==> src/rtl/txu_pkg.sv <==
package txu_pkg;
    typedef enum logic [1:0] {
        ST_IDLE  = 2'd0,
        ST_EMIT  = 2'd1,
        ST_FETCH = 2'd2,
        ST_FLUSH = 2'd3
    } txu_state_e;
endpackage

==> src/rtl/txu_lane_select.sv <==
module txu_lane_select #(
    parameter int WORD_W = 32,
    parameter int BYTE_W = 8,
    localparam int LANES = WORD_W / BYTE_W,
    localparam int IDX_W = $clog2(LANES)
) (
    input  logic [WORD_W-1:0] word,
    input  logic [IDX_W-1:0]  lane,
    input  logic              lsb_first,
    output logic [BYTE_W-1:0] byte_out
);
    logic [BYTE_W-1:0] msb_order [LANES];
    logic [BYTE_W-1:0] lsb_order [LANES];

    for (genvar j = 0; j < LANES; j++) begin : g_lane
        assign msb_order[j] = word[WORD_W-1-j*BYTE_W -: BYTE_W];
        assign lsb_order[j] = word[j*BYTE_W +: BYTE_W];
    end

    always_comb begin
        byte_out = lsb_first ? lsb_order[lane] : msb_order[lane];
    end
endmodule

==> src/rtl/txu_len_counter.sv <==
module txu_len_counter #(
    parameter int LEN_W = 16
) (
    input  logic             clk,
    input  logic             rst_n,
    input  logic             load,
    input  logic [LEN_W-1:0] load_val,
    input  logic             dec,
    output logic             rem_one
);
    logic [LEN_W-1:0] rem_q;

    always_ff @(posedge clk or negedge rst_n) begin
        if (!rst_n) begin
            rem_q <= '0;
        end else if (load) begin
            rem_q <= load_val;
        end else if (dec && rem_q != '0) begin
            rem_q <= rem_q - 1'b1;
        end
    end

    assign rem_one = (rem_q == LEN_W'(1));
endmodule

==> src/rtl/tx_align_unpacker.sv <==
module tx_align_unpacker #(
    parameter int WORD_W = 32,
    parameter int BYTE_W = 8,
    parameter int LEN_W  = 16,
    localparam int LANES = WORD_W / BYTE_W,
    localparam int IDX_W = $clog2(LANES)
) (
    input  logic              clk,
    input  logic              rst_n,
    input  logic              in_valid,
    output logic              in_ready,
    input  logic [WORD_W-1:0] in_data,
    input  logic              in_first,
    input  logic              in_last,
    input  logic [IDX_W-1:0]  in_skip,
    input  logic [LEN_W-1:0]  in_len,
    input  logic              little_endian,
    output logic              out_valid,
    input  logic              out_ready,
    output logic [BYTE_W-1:0] out_data,
    output logic              out_eof
);
    import txu_pkg::*;

    localparam logic [IDX_W-1:0] TOP_LANE = IDX_W'(LANES - 1);

    txu_state_e        state_q, state_d;
    logic [WORD_W-1:0] word_q;
    logic              last_q;
    logic [IDX_W-1:0]  lane_q;

    logic in_take, out_take, start_frame, len_zero, rem_one, final_byte;

    assign in_take     = in_valid && in_ready;
    assign out_take    = out_valid && out_ready;
    assign start_frame = (state_q == ST_IDLE) && in_take && in_first;
    assign len_zero    = (in_len == '0);
    assign final_byte  = rem_one || (last_q && lane_q == TOP_LANE);

    txu_len_counter #(.LEN_W(LEN_W)) u_count (
        .clk      (clk),
        .rst_n    (rst_n),
        .load     (start_frame),
        .load_val (in_len),
        .dec      (out_take),
        .rem_one  (rem_one)
    );

    txu_lane_select #(.WORD_W(WORD_W), .BYTE_W(BYTE_W)) u_sel (
        .word      (word_q),
        .lane      (lane_q),
        .lsb_first (little_endian),
        .byte_out  (out_data)
    );

    // State register
    always_ff @(posedge clk or negedge rst_n) begin
        if (!rst_n) state_q <= ST_IDLE;
        else        state_q <= state_d;
    end

    // Next-state logic
    always_comb begin
        state_d = state_q;
        unique case (state_q)
            ST_IDLE: begin
                if (in_take && in_first) begin
                    if (!len_zero)     state_d = ST_EMIT;
                    else if (!in_last) state_d = ST_FLUSH;
                end
            end
            ST_EMIT: begin
                if (out_take) begin
                    if (final_byte)                state_d = last_q ? ST_IDLE : ST_FLUSH;
                    else if (lane_q == TOP_LANE)   state_d = ST_FETCH;
                end
            end
            ST_FETCH: begin
                if (in_take) state_d = ST_EMIT;
            end
            ST_FLUSH: begin
                if (in_take && in_last) state_d = ST_IDLE;
            end
            default: state_d = ST_IDLE;
        endcase
    end

    // Word holding register and lane pointer
    always_ff @(posedge clk or negedge rst_n) begin
        if (!rst_n) begin
            word_q <= '0;
            last_q <= 1'b0;
            lane_q <= '0;
        end else if (start_frame) begin
            word_q <= in_data;
            last_q <= in_last;
            lane_q <= in_skip;
        end else if (state_q == ST_FETCH && in_take) begin
            word_q <= in_data;
            last_q <= in_last;
            lane_q <= '0;
        end else if (out_take) begin
            lane_q <= lane_q + 1'b1;
        end
    end

    // Outputs
    always_comb begin
        in_ready  = 1'b0;
        out_valid = 1'b0;
        out_eof   = 1'b0;
        unique case (state_q)
            ST_IDLE, ST_FETCH, ST_FLUSH: in_ready = 1'b1;
            ST_EMIT: begin
                out_valid = 1'b1;
                out_eof   = final_byte;
            end
            default: ;
        endcase
    end
endmodule

==> config.mk <==
export PLATFORM = sky130hd
export DESIGN_NAME = tx_align_unpacker
export DESIGN_NICKNAME = d
export VERILOG_FILES = /design/src/rtl/txu_pkg.sv /design/src/rtl/txu_lane_select.sv /design/src/rtl/txu_len_counter.sv /design/src/rtl/tx_align_unpacker.sv
export SDC_FILE = /design/constraint.sdc
export NUM_CORES = 1
export LEC_CHECK = 0
export CELL_PAD_IN_SITES_DETAIL_PLACEMENT = 1
export CELL_PAD_IN_SITES_GLOBAL_PLACEMENT = 2
export CORE_ASPECT_RATIO = 1.75
export CORE_MARGIN = 2
export CORE_UTILIZATION = 33
export CTS_CLUSTER_DIAMETER = 40
export DETAILED_ROUTE_END_ITERATION = 10
export HOLD_SLACK_MARGIN = 0.05
export PLACE_DENSITY_LB_ADDON = 0.1
export RECOVER_POWER = 100
export SLEW_MARGIN = 20
export SYNTH_ARGS = -nofsm -noshare
export SYNTH_HDL_FRONTEND = slang
export SYNTH_HIERARCHICAL = 1
export SYNTH_SLANG_ARGS = --single-unit
==> constraint.sdc <==
create_clock -name clk -period 3.5 [get_ports clk]
set_clock_uncertainty 0.15 [all_clocks]
set_input_delay 1.05 -clock clk [delete_from_list [all_inputs] [get_ports clk]]
set_output_delay 1.05 -clock clk [all_outputs]
set_load 0.03 [all_outputs]
-- After elaboration in Yosys (flattened, before gate mapping)
Cells that the tools add are included.
W data, S select, Z words.
- logic and storage cells: 67
- output and inout bits: 11
- flip-flop bits (word level): 53
- input port bits: 57
- equal/unequal tests: 11
- $lt $le $gt $ge: 1
- $add $sub $neg: 2
- mux-type cells: 29
- reduce and logical (&&, ||, !) cells: 18
- bitwise operators: 1
- operators by type and width (kind ; count):
    $mux W32 ; 2
    $mux W8 ; 5
    $bmux W8 S2 ; 2
    $mux W16 ; 2
    $mux W2 ; 12
    $eq A16 B1 Y1 const B ; 1
    $logic_not A16 Y1 ; 1
    $reduce_bool A16 Y1 ; 1
    $sub A16 B1 Y16 const B ; 1
    $logic_and A1 B1 Y1 ; 9
    $pmux W2 S4 ; 1
    $eq A2 B2 Y1 const B ; 3
    $ne A3 B3 Y1 const B ; 2
    $reduce_and A6 Y1 ; 1
    $mux W1 ; 5
    $ne A2 B1 Y1 const B ; 2
    $ne A2 B2 Y1 const B ; 2
    $reduce_bool A2 Y1 ; 2
    $ge A3 B3 Y1 const B ; 1
    $not A2 Y3 ; 1
    $reduce_bool A3 Y1 ; 1
    $reduce_or A3 Y1 ; 1
    $add A2 B1 Y2 const B ; 1
    $eq A2 B1 Y1 const B ; 1
    other kinds (2) ; 2

-- Depth between registers and ports, before layout
Gate-level depths: netlist of the first run.
- word-level depth: 7
- mapped depth: 10
- gate-level depth less buffers: 8

-- Cells and area by module
Netlist of the first run, hierarchy kept.
- by module, submodules not included (module ; instances ; sequential area each (um2) ; cells an instance ; area an instance (um2)):
    tx_align_unpacker ; 1 ; 925.9 ; 111 ; 1556.5
    txu_len_counter ; 1 ; 400.4 ; 132 ; 1102.3
    txu_lane_select ; 1 ; 0.0 ; 29 ; 550.5

-- Least setup slack after synthesis of the first run
OpenSTA, ideal clock, no wires.
- path kind: input to output
- start point: in little_endian
- end point: out out_data[6]
- data required time: 2.300 ns
- arrival: 2.123 ns
- setup slack: 0.177 ns
- cell stages on the path: 4
- path buffers: 2
- cell sequence: clkbuf_1 > buf_2 > mux4_2 > mux2_2
- cells in the longest elaborated chain, start to end: 1
- RTL lines (what ; RTL line ; RTL):
    from (decl) ; tx_align_unpacker.sv:17 ; input logic little_endian,
    $mux W8 ; txu_lane_select.sv:21 ; byte_out = lsb_first ? lsb_order[lane] : msb_order[lane];
    to (decl) ; tx_align_unpacker.sv:20 ; output logic [BYTE_W-1:0] out_data,
No other way between the ends.

-- Worst setup path after layout of the first run
- start point: in little_endian
- end point: out out_data[5]
Same word-level chain as after synthesis.

==> flow_summary.ini, run 1 <==
[clock_tree]
clkSlewWorstSetupHoldPaths_ns = 0.07
tritoncts = yes
htree_num_levels = 2
clock_latency_ns = 0.29
postCtsSetupBuffers = 0
cts-root-buf = clkbuf_16
cts_buffers = 5
cts_max_path_buffers = 2
clock-sinks = 53

[timing]
fin_crit_sh_pct = 98.6
period_needed_ns = 3.45
drv_slew = 31
slew_headroom_pct = -6.52
hold_viol_final = 0
fmax_mhz = 290
grt_setup_unrepaired = no
worst_pin_slew_ns = 1.60
setup_viol = 0

[critical_path]
startpoint_type = input port
cp_max_fo = 8
crit_type = in -> out
critPathArrivalTime_ns = 2.25
required_ns = 2.30
cp-end-kind = primary output

[logic_synthesis]
async_flop_share_pct = 100
synth_area_mm2 = 0.00321
synth_edf_count = 0
yosysUniqueCellTypes = 53
synth_fp_nets = 332
syn_avg_cell_area_um2 = 11.8
synth-seq-cells = 53
ys_seq_area_share_pct = 41.3
yosysWarnings = 6
synth_cells = 272
ys.flop_type = dfrtp_1

[final_layout]
final_nets = 413
final_common_cell = dfrtp_1
final_core_util_pct = 44.3
n_antenna_cell = 0
final_cell_mix = dfrtp_1, clkdlybuf4s50_1, mux2_2
final_area_mm2 = 0.00419
area_growth_pct = 30.6
finalNonFillerCells = 476
drive_above_1_share_pct = 24.0

[route]
drt_iter0_drc = 86
drt-total-wl_um = 9100
viasPerCell = 5.47
wire_per_inst_um = 19.1
drc_errors = 0
dr.pass1.iters = 4
antenna_left = 0
vias = 2603

[power]
power_density_mw_per_mm2 = 815
power_leakage_nw = 1.66
irDropWorstVdd_mv = 0.252
total_power_w = 0.00342

[place]
dpl_cell_area_mm2 = 0.00412
place.gp.congestion = 0.809
dp_hpwl_um = 6850
place_inst = 467
numPortBuffers = 67

[grt]
gr-total-overflow = 0
grt_start_max_net_pins = 37
track_usage_pct = 18.0
grt_first_pass_wirelength_um = 14700
antenna_found_initial = 0
grt_pass1_vias = 2777

[floorplan]
die_h_um = 134
placementRows = 47
core_area_mm2 = 0.00947
die_w_um = 78.5
die-area_mm2 = 0.0106
io_pins = 68
start_util_pct = 33.9

[min_path]
holdCritPathClass = reg -> reg

[job]
maxCapViolations = 1

[outcome]
status = complete, but fails checks
failed_checks = max-capacitance violations, max-slew violations
## flip-flops by register name, indices dropped and copies added (netlist names)
register	count
lane_q	2
state_q	2
last_q	1
u_count/rem_q	16
word_q	32
## path summary, 6_finish.rpt
kind | startpoint | endpoint | slack, ns | cells after the start
max | little_endian | out_data[5] | 0.05 | 5
min | word_q[11]$_DFFE_PN0P_ | word_q[11]$_DFFE_PN0P_ | 0.38 | 1
max reg2reg | state_q[1]$_DFFE_PN0P_ | u_count/rem_q[14]$_DFFE_PN0P_ | 0.69 | 10
min reg2reg | word_q[11]$_DFFE_PN0P_ | word_q[11]$_DFFE_PN0P_ | 0.38 | 1
max in group asynchronous | rst_n | u_count/rem_q[12]$_DFFE_PN0P_ | 0.78 | 2
min in group asynchronous | rst_n | word_q[6]$_DFFE_PN0P_ | 0.99 | 1
## synthesized netlist by cell type, drive strengths merged (8+ instances only)
library cell   n  share of area (%)
a21oi         10                1.6
buf            8                2.1
dfrtp         53                 41
inv           11                1.3
mux2          41                 14
mux4          16                 13
nand2         17                2.0
nand3          8                1.2
nor2          23                2.7
o21ai          9                1.4
or4            8                2.3
## critical path, stage by stage
cell and delay, ns:
clkbuf_1 0.27, buf_16 0.18, mux4_2 0.30, mux2_2 0.29, buf_4 0.17
## power by group
group	switching [W]	internal [W]	total, W
clock network	0.000229	0.000266	0.000495
registers	0.000302	0.000924	0.00123
logic	0.000801	0.000895	0.00170
## cell families (layout without fill, tap and decap cells)
family | Yosys count | after routing | share of synthesized area [%]
and+or+nand+nor | 85 | 85 | 15.0
muxes | 58 | 58 | 27.7
DFF | 53 | 53 | 41.3
AOI/OAI and AO/OA | 47 | 47 | 10.3
buffers and inverters | 26 | 108 | 4.48
adders and majority gates | 3 | 3 | 1.17
## area by class of cell
class                      count  area (µm²)
sequential                    53        1330
timing repair buffer          89         802
multi-input combinational    193        1730
fill                        1036        5280
tap                          122         153
inverter                      11        41.3
clock buffer                   6         129
clock inverter                 2        15.0
## timing repair
action | CTS | global route
endpoints found under the setup margin | 8 | 6
endpoints found under the hold margin | 0 | 0
resized for setup | 43 | 8
gates cloned | 1 | 0
hold buffers | 0 | 0
## per-layer routing
metal	share of wire, %	vias up	global-route usage, %
met4	1.9	0	7.12
met3	3.5	10	2.47
met1	38	1316	19.1
met5	0	-	0
li1	-	1221	-
met2	57	56	34.9
## metrics by stage
| step | hold slack, ns | setup WS (ns) | TNS [ns] |
|---|---|---|---|
| 5_1_grt | 0.382 | 0.0183 | 0 |
| 4_1_cts | 0.374 | 0.0163 | 0 |
| 2_1_floorplan | 0.335 | 0.177 | 0 |
| 6_report | 0.377 | 0.0484 | 0 |
| 3_5_place_dp | 0.358 | -0.606 | -4.68 |
| 3_3_place_gp | 0.350 | -0.561 | -4.35 |
(Power assumes the default switching activity.)
==> inputs of run 2 (changes only) <==
--- a/config.mk
+++ b/config.mk
@@ -15,6 +15,7 @@
 export HOLD_SLACK_MARGIN = 0.05
 export PLACE_DENSITY_LB_ADDON = 0.1
 export RECOVER_POWER = 100
+export REMOVE_ABC_BUFFERS = 1
 export SLEW_MARGIN = 20
 export SYNTH_ARGS = -nofsm -noshare
 export SYNTH_HDL_FRONTEND = slang
==> run 2 against run 1 <==
  * The run now ends clean
  * Register-to-register slack better by 0.03 ns
  * Sequential power about the same
  * Final area is 0.15% higher
  * Die area is the same
  * Sequential share of layout area hardly changed
  * Power increased by 1.8%
  * Combinational power decreased by 4%
  * Maximum frequency up 0.48%
  * Critical path depth did not move
  * Clock-buffer cell count did not move
  * Utilization is 0.066 points higher
  * Setup slack better by 0.016 ns
  * Critical path type unchanged
  * Highest routed layer unchanged
==> flow_summary.ini, run 2 (synthesis results as in run 1) <==
[place]
place.gp.congestion = 0.804
dpl_cell_area_mm2 = 0.00407
numPortBuffers = 67
dp_hpwl_um = 6870

[critical_path]
crit_path_max_incr_delay_ns = 0.30
critPathArrivalTime_ns = 2.24
worstPathCellList = clkdlybuf4s15_2 -> buf_12 -> mux4_2 -> mux2_2 -> clkbuf_2
crit_type = in -> out
cp-end-kind = primary output
slowest_stage = mux4_2
startpoint_type = input port
required_ns = 2.30
cp_max_fo = 8

[final_layout]
final_cell_mix = clkdlybuf4s50_1, dfrtp_1, mux2_2
largest_reg_flops = 32
n_antenna_cell = 0
final_area_mm2 = 0.00420
reg_top3 = word_q (32), u_count/rem_q (16)
area_growth_pct = 30.8
final_nets = 407
drive_above_1_share_pct = 23.6
top_register = word_q

[job]
maxCapViolations = 0

[timing]
period_needed_ns = 3.44
setup_viol = 0
slew_headroom_pct = 21.0
hold_slack_ns = 0.374
hold_viol_final = 0
fmax_mhz = 291
worst_pin_slew_ns = 1.19
grt_setup_unrepaired = no
fin_crit_sh_pct = 98.1
drv_slew = 0

[route]
dr.pass1.iters = 4
drc_errors = 0
drt_iter0_drc = 55
drt-total-wl_um = 8930
antenna_left = 0
wire_per_inst_um = 19.0
viasPerCell = 5.46
vias = 2564

[power]
power_density_mw_per_mm2 = 829
irDropWorstVdd_mv = 0.310
power_leakage_nw = 1.66

[grt]
gr-total-overflow = 0
grt_first_pass_wirelength_um = 14400
antenna_found_initial = 0
track_usage_pct = 17.7
grt_start_max_net_pins = 37
grt_pass1_vias = 2745

[floorplan]
die_h_um = 134
die_w_um = 78.5
io_pins = 68
die-area_mm2 = 0.0106
core_area_mm2 = 0.00947
start_util_pct = 33.9
placementRows = 47

[clock_tree]
cts_buffers = 5
postCtsSetupBuffers = 0
cts_max_path_buffers = 2
clock_latency_ns = 0.29
tritoncts = yes
cts-hold-fix-buffers = 0
htree_num_levels = 2
cts-root-buf = clkbuf_16
clock-sinks = 53
clkSlewWorstSetupHoldPaths_ns = 0.07

[min_path]
holdCritPathClass = reg -> reg

[outcome]
status = completed
## run 2: layout make-up
| cell class | count | area, µm² |
|---|---|---|
| fill | 1046 | 5270 |
| clock buffer | 6 | 139 |
| tap | 122 | 153 |
| clock inverter | 2 | 37.5 |
| timing repair buffer | 83 | 762 |
| inverter | 11 | 41.3 |
| sequential | 53 | 1330 |
| multi-input combinational | 193 | 1740 |
## run 2: per-layer routing
metal | wire length [µm] | global-route usage (%)
met1 | 3270 | 18.3
met2 | 5310 | 35.9
met3 | 217 | 1.87
met4 | 142 | 5.85
met5 | 0 | 0
## run 2: report_power, final
| group | switching, W | internal [W] |
|---|---|---|
| registers | 0.000324 | 0.000925 |
| clock network | 0.000236 | 0.000358 |
| logic | 0.000764 | 0.000873 |
| total | 0.00132 | 0.00216 |
## run 2: critical path, delay by kind of cell
| kind | cells | cell delay [ns] |
|---|---|---|
| buffers and inverters | 3 | 0.60 |
| muxes | 2 | 0.58 |
## run 2: worst paths after layout
kind / start / endpoint / slack (ns) / depth (start not counted)
max in group asynchronous: rst_n / word_q[19]$_DFFE_PN0P_ / 0.77 / 2
setup / recovery: little_endian / out_data[6] / 0.06 / 5
hold reg to reg: word_q[25]$_DFFE_PN0P_ / word_q[25]$_DFFE_PN0P_ / 0.37 / 1
setup reg to reg: state_q[1]$_DFFE_PN0P_ / u_count/rem_q[13]$_DFFE_PN0P_ / 0.72 / 9
min in group asynchronous: rst_n / word_q[15]$_DFFE_PN0P_ / 0.80 / 1
hold / removal: word_q[25]$_DFFE_PN0P_ / word_q[25]$_DFFE_PN0P_ / 0.37 / 1
## run 2: metrics by stage
stage / power [W] / utilization, % / setup WS, ns / instances / TNS, ns
6_report: 0.00348 / 44.3 / 0.0649 / 470 / 0
5_1_grt: 0.00370 / 44.3 / 0.0133 / 470 / 0
4_1_cts: 0.00353 / 44.9 / 0.0153 / 470 / 0
3_5_place_dp: 0.00302 / 43.0 / -0.619 / 461 / -4.78
3_3_place_gp: 0.00295 / 43.0 / -0.558 / 461 / -4.33
2_1_floorplan: 0.00236 / - / -0.0930 / 257 / -0.216
## run 2: what timing repair did
action	CTS	global route
cloned	1	0
setup endpoints to repair	9	5
gates resized for setup	44	6
